$ cat src/rtl/tlc_pkg.sv
package tlc_pkg;
  typedef enum logic [1:0] {
    PH_RED = 2'b00,
    PH_YEL = 2'b01,
    PH_GRN = 2'b10
  } phase_e;

  localparam int unsigned IDX_RED = 0;
  localparam int unsigned IDX_YEL = 1;
  localparam int unsigned IDX_GRN = 2;
endpackage

$ cat src/rtl/tlc_yel_timer.sv
module tlc_yel_timer #(
  parameter int unsigned YEL_CYCLES = 10
) (
  input  logic clk_i,
  input  logic rst_ni,
  input  logic load_i,
  input  logic run_i,
  output logic done_o
);
  localparam int unsigned CW = (YEL_CYCLES > 1) ? $clog2(YEL_CYCLES) : 1;
  localparam logic [CW-1:0] LAST = CW'(YEL_CYCLES - 1);

  logic [CW-1:0] cnt_q;

  always_ff @(posedge clk_i or negedge rst_ni) begin
    if (!rst_ni)                   cnt_q <= '0;
    else if (load_i)               cnt_q <= '0;
    else if (run_i && cnt_q != LAST) cnt_q <= cnt_q + 1'b1;
  end

  assign done_o = run_i && (cnt_q == LAST);

  AST_CNT_IN_RANGE: assert property (@(posedge clk_i) disable iff (!rst_ni)
    cnt_q <= LAST);
  AST_LOAD_CLEARS: assert property (@(posedge clk_i) disable iff (!rst_ni)
    load_i |=> (cnt_q == '0));
  AST_CNT_STEPS: assert property (@(posedge clk_i) disable iff (!rst_ni)
    (run_i && !done_o && !load_i) |=> (cnt_q == $past(cnt_q) + 1'b1));
endmodule

$ cat src/rtl/tlc_phase_fsm.sv
module tlc_phase_fsm
  import tlc_pkg::*;
#(
  parameter int unsigned NUM_COLORS = 3
) (
  input  logic                  clk_i,
  input  logic                  rst_ni,
  input  logic                  adv_i,
  input  logic                  yel_done_i,
  output logic                  yel_load_o,
  output logic                  yel_run_o,
  output logic [NUM_COLORS-1:0] lamp_o
);
  phase_e                state_q;
  logic [NUM_COLORS-1:0] lamp_q;

  function automatic logic [NUM_COLORS-1:0] lamp_of(phase_e ph);
    logic [NUM_COLORS-1:0] v;
    v = '0;
    case (ph)
      PH_YEL:  v[IDX_YEL] = 1'b1;
      PH_GRN:  v[IDX_GRN] = 1'b1;
      default: v[IDX_RED] = 1'b1;
    endcase
    return v;
  endfunction

  // Single clocked process: next phase and its lamp pattern load together.
  always_ff @(posedge clk_i or negedge rst_ni) begin
    if (!rst_ni) begin
      state_q <= PH_RED;
      lamp_q  <= lamp_of(PH_RED);
    end else begin
      case (state_q)
        PH_RED: if (adv_i) begin
          state_q <= PH_GRN;
          lamp_q  <= lamp_of(PH_GRN);
        end
        PH_GRN: if (adv_i) begin
          state_q <= PH_YEL;
          lamp_q  <= lamp_of(PH_YEL);
        end
        PH_YEL: if (yel_done_i) begin
          state_q <= PH_RED;
          lamp_q  <= lamp_of(PH_RED);
        end
        default: begin
          state_q <= PH_RED;
          lamp_q  <= lamp_of(PH_RED);
        end
      endcase
    end
  end

  assign yel_load_o = (state_q == PH_GRN) && adv_i;
  assign yel_run_o  = (state_q == PH_YEL);
  assign lamp_o     = lamp_q;

  AST_LAMP_ONEHOT: assert property (@(posedge clk_i) disable iff (!rst_ni)
    $countones(lamp_q) == 1);
  AST_RED_ADV: assert property (@(posedge clk_i) disable iff (!rst_ni)
    (state_q == PH_RED && adv_i) |=> (state_q == PH_GRN));
  AST_GRN_ADV: assert property (@(posedge clk_i) disable iff (!rst_ni)
    (state_q == PH_GRN && adv_i) |=> (state_q == PH_YEL));
  AST_HOLD_IDLE: assert property (@(posedge clk_i) disable iff (!rst_ni)
    (state_q != PH_YEL && !adv_i) |=> $stable(lamp_q));
  AST_YEL_HOLDS: assert property (@(posedge clk_i) disable iff (!rst_ni)
    (state_q == PH_YEL && !yel_done_i) |=> (state_q == PH_YEL));
  AST_YEL_EXIT: assert property (@(posedge clk_i) disable iff (!rst_ni)
    (state_q == PH_YEL && yel_done_i) |=> lamp_q[IDX_RED]);
endmodule

$ cat src/rtl/traffic_lamp_ctrl.sv
module traffic_lamp_ctrl #(
  parameter int unsigned NUM_COLORS = 3,
  parameter int unsigned YEL_CYCLES = 10
) (
  input  logic                  clk_i,
  input  logic                  rst_ni,
  input  logic                  adv_i,
  output logic [NUM_COLORS-1:0] lamp_o
);
  logic yel_load, yel_run, yel_done;

  tlc_phase_fsm #(.NUM_COLORS(NUM_COLORS)) u_fsm (
    .clk_i      (clk_i),
    .rst_ni     (rst_ni),
    .adv_i      (adv_i),
    .yel_done_i (yel_done),
    .yel_load_o (yel_load),
    .yel_run_o  (yel_run),
    .lamp_o     (lamp_o)
  );

  tlc_yel_timer #(.YEL_CYCLES(YEL_CYCLES)) u_timer (
    .clk_i  (clk_i),
    .rst_ni (rst_ni),
    .load_i (yel_load),
    .run_i  (yel_run),
    .done_o (yel_done)
  );

  initial AST_THREE_COLORS: assert (NUM_COLORS == 3);
endmodule

$ cat config.mk
export PLATFORM = sky130hd
export DESIGN_NAME = traffic_lamp_ctrl
export DESIGN_NICKNAME = d
export VERILOG_FILES = /design/src/rtl/tlc_pkg.sv /design/src/rtl/tlc_yel_timer.sv /design/src/rtl/tlc_phase_fsm.sv /design/src/rtl/traffic_lamp_ctrl.sv
export SDC_FILE = /design/constraint.sdc
export NUM_CORES = 1
export LEC_CHECK = 0
export CORE_AREA = 2 2 39 41
export DETAILED_ROUTE_END_ITERATION = 7
export DIE_AREA = 0 0 41 43
export DONT_BUFFER_PORTS = 1
export PLACE_DENSITY = 0.43
export SYNTH_ARGS = -nofsm -noshare
export SYNTH_HDL_FRONTEND = slang
export SYNTH_HIERARCHICAL = 1
export SYNTH_SLANG_ARGS = --single-unit
$ cat constraint.sdc
create_clock -name clk_i -period 3.33 [get_ports clk_i]
set_input_delay 0.8325 -clock clk_i [delete_from_list [all_inputs] [get_ports clk_i]]
set_output_delay 0.8325 -clock clk_i [all_outputs]
set_load 0.03 [all_outputs]
==> results summary <==
The number of pins exceeding their max-slew limit in the final report came out at 0. The leakage dissipation is between 0.15 and 0.2 nW. The detailed router's first-iteration violation count is 1. For the worst setup path, the data arrival time is just under 0.9 ns.

The final hold violation count is 0. The total overflow left after global routing is 0. The global routing usage summed across all routing layers came out at about a tenth. The data required time at the worst endpoint came out at about 2.5 ns. The core region is about 0.0014 mm2. The sort of element at the end of the critical path is an output pin. The total via count after detailed routing came out at around 240. The actual transition at the worst max-transition pin came out at 0.4199 ns. The category of the worst setup path launch point is a register.

The TritonCTS sink count came out at 7. For the final database, setup skew stands at 0.005267 ns. The effective utilization at floorplan is 27.03%. The largest fanout of any net on the critical path is 3. The share of the cycle needed by the critical path after routing came out at about half. The largest vdd supply drop is 0.2362 mV. The final critical-path setup slack came out at ~1.6 ns. The post-cts hold buffer count came out at 0. In this run the number of H-tree levels came out at 1. The global-route wire length before repair came out at between 1 and 1.5 mm. The flip-flop and latch count after synthesis came out at 7. The register area share after synthesis is between 40% and 50%. Setup violations remaining at the end of the flow were counted as 0. The number of maximum-capacitance violations came out at 0. The HPWL after detailed placement is ~440 um. The TritonCTS buffer count came out at 3.

The fraction of final layout cells with drive strength greater than 1 is 23.08%. Leaving out fill and tap cells, the most frequent cells in the layout are sky130_fd_sc_hd__dfrtp_1, sky130_fd_sc_hd__nor2_1, sky130_fd_sc_hd__clkbuf_4, sky130_fd_sc_hd__inv_1, sky130_fd_sc_hd__nand2_1. The number of gates given a new drive strength after cts is 0. Dividing the detail-routed wire length by the instance count gives between 10 and 15 um. The number of buffers on the longest clock path is 2. The yosys synthesis warning count came out at 6. Derived from the worst setup path, the maximum achievable clock frequency is between 500 and 600 MHz. The final net count is between 40 and 50. The via count of the first global-routing pass came out at 255. The number of antenna cells inserted came out at 0.

The count of nets left with antenna violations after detail routing came out at 0. The root cell of the clock tree is sky130_fd_sc_hd__clkbuf_4. The worst setup path is of the register to output pin kind.

The final wirelength came out at roughly 630 um. The cell area after synthesis is around 370 um2. The class of the tightest hold or removal check is primary input to asynchronous set/reset pin.

The final-layout setup total negative slack came out at 0 ns. The post-placement setup slack is approximately 1.7 ns. Yosys mapped the design onto 20 distinct sky130hd cell types. The post-CTS setup buffer count is 0. In this run the power density over the cells is ~930 mW/mm2. The worst slew margin relative to its limit is between 70% and 80%. The worst-skew pair later-pin latency is roughly 0.25 ns. The clock-pin transition on the worst setup and hold timing paths is roughly 0.050 ns. In this run the tool buffered the top-level ports with 0 buffer cells. TritonCTS built the clock tree. The weighted congestion at the end of routability-driven global placement came out at approximately 0.67. The boundary pin count is 6. The area growth from synthesis to layout is 12.37%. Setup repair after global routing left no endpoint under its margin.

The synthesized instance count is 35. Leaving out fill and tap cells, the most frequent cell in the layout is sky130_fd_sc_hd__dfrtp_1. The mean instance size in the synthesized netlist is 10.69 um2. The number of antenna violations at the first check in global routing came out at 0.

The largest net degree at the start of global routing is 8. The width of the die is a little over 40 um. The flow ran to the end, and the final reports show no timing, DRC or antenna violations. The net count after synthesis is 40. The detailed-routing iteration count for the pre-antenna-repair pass is 2.

The height of the die is around 43 um. The routed via count divided by cell count is between 4 and 5. The floorplan has 14 rows. The shortest period the worst path allows is ~1.7 ns. The die outline area came out at 0.001763 mm2. After detailed routing, the number of remaining DRC violations is 0.
-- routing by layer --
metal / vias to the layer above / track usage, % / part of all wire (%)
li1: 125 / - / -
met1: 115 / 10.49 / 50
met2: 4 / 12.19 / 44
met3: 0 / 4.712 / 5.9
met4: 0 / 10.00 / 0
met5: - / 0 / 0
-- cell families after synthesis --
logic type      synth area share [%]
mux                            8.027
compound gates                 10.03
flops                          47.16
simple gates                   20.41
xor+xnor                       4.683
fa+ha+maj                      6.688
buf+inv                        3.010
-- synthesized netlist by cell type (all sizes together) --
cell type,number,area (um2)
a21o,1,7.510
a21oi,1,8.760
and3b,1,8.760
dfrtp,6,150.1
dfstp,1,26.28
ha,2,25.02
inv,3,11.26
mux2,2,30.03
nand2,3,11.26
nand4,1,6.260
nor2,5,18.77
nor2b,2,15.02
nor3b,1,7.510
o21a,1,8.760
o21ai,1,5.000
o31ai,1,7.510
or3b,1,8.760
xnor2,1,8.760
xor2,1,8.760
-- flip-flops by register name, indices dropped and copies added, names as in the netlist --
name	cells
u_timer/cnt_q	4
u_fsm/lamp_o	1
u_fsm/state_q	2
-- final cells by class --
cell class                 instances  area (um2)
sequential                         7       176.4
clock buffer                       4       26.28
tap                               16       20.02
multi-input combinational         25       186.4
inverter                           3       11.26
fill                             138       963.4
-- report_power, final --
group / total [mW] / internal [mW] / switching (mW)
sequential: 0.196 / 0.124 / 0.0717
clock: 0.0773 / 0.0458 / 0.0316
combinational: 0.120 / 0.0690 / 0.0506
-- final timing paths --
check / slack [ns] / startpoint / endpoint / cells past startpoint
setup / recovery: 1.62 / u_fsm/lamp_o[0] / lamp_o[0] / 0
hold / removal: 0.27 / rst_ni / u_timer/cnt_q[2] / 0
setup reg to reg: 1.84 / u_fsm/state_q[0] / u_timer/cnt_q[2] / 4
hold reg to reg: 0.54 / u_timer/cnt_q[3] / u_timer/cnt_q[3] / 2
max in group asynchronous: 2.88 / rst_ni / u_fsm/lamp_o[0] / 0
min in group clk_i: 0.54 / u_timer/cnt_q[3] / u_timer/cnt_q[3] / 2
-- metrics by stage --
stage          area [um2]  instances  hold slack, ns  utilization (%)  power [mW]
5_1_grt             420.4         55          0.2455            30.38      0.4281
3_3_place_gp        394.1         51          0.5356            28.48      0.3151
3_5_place_dp        394.1         51          0.5361            28.48      0.3164
6_report            420.4         55          0.2713            30.38      0.3925
2_1_floorplan       374.1         35          0.5044                -      0.2940
4_1_cts             420.4         55          0.2538            30.38      0.4008
Note: power is estimated with default switching activity, not from simulation.
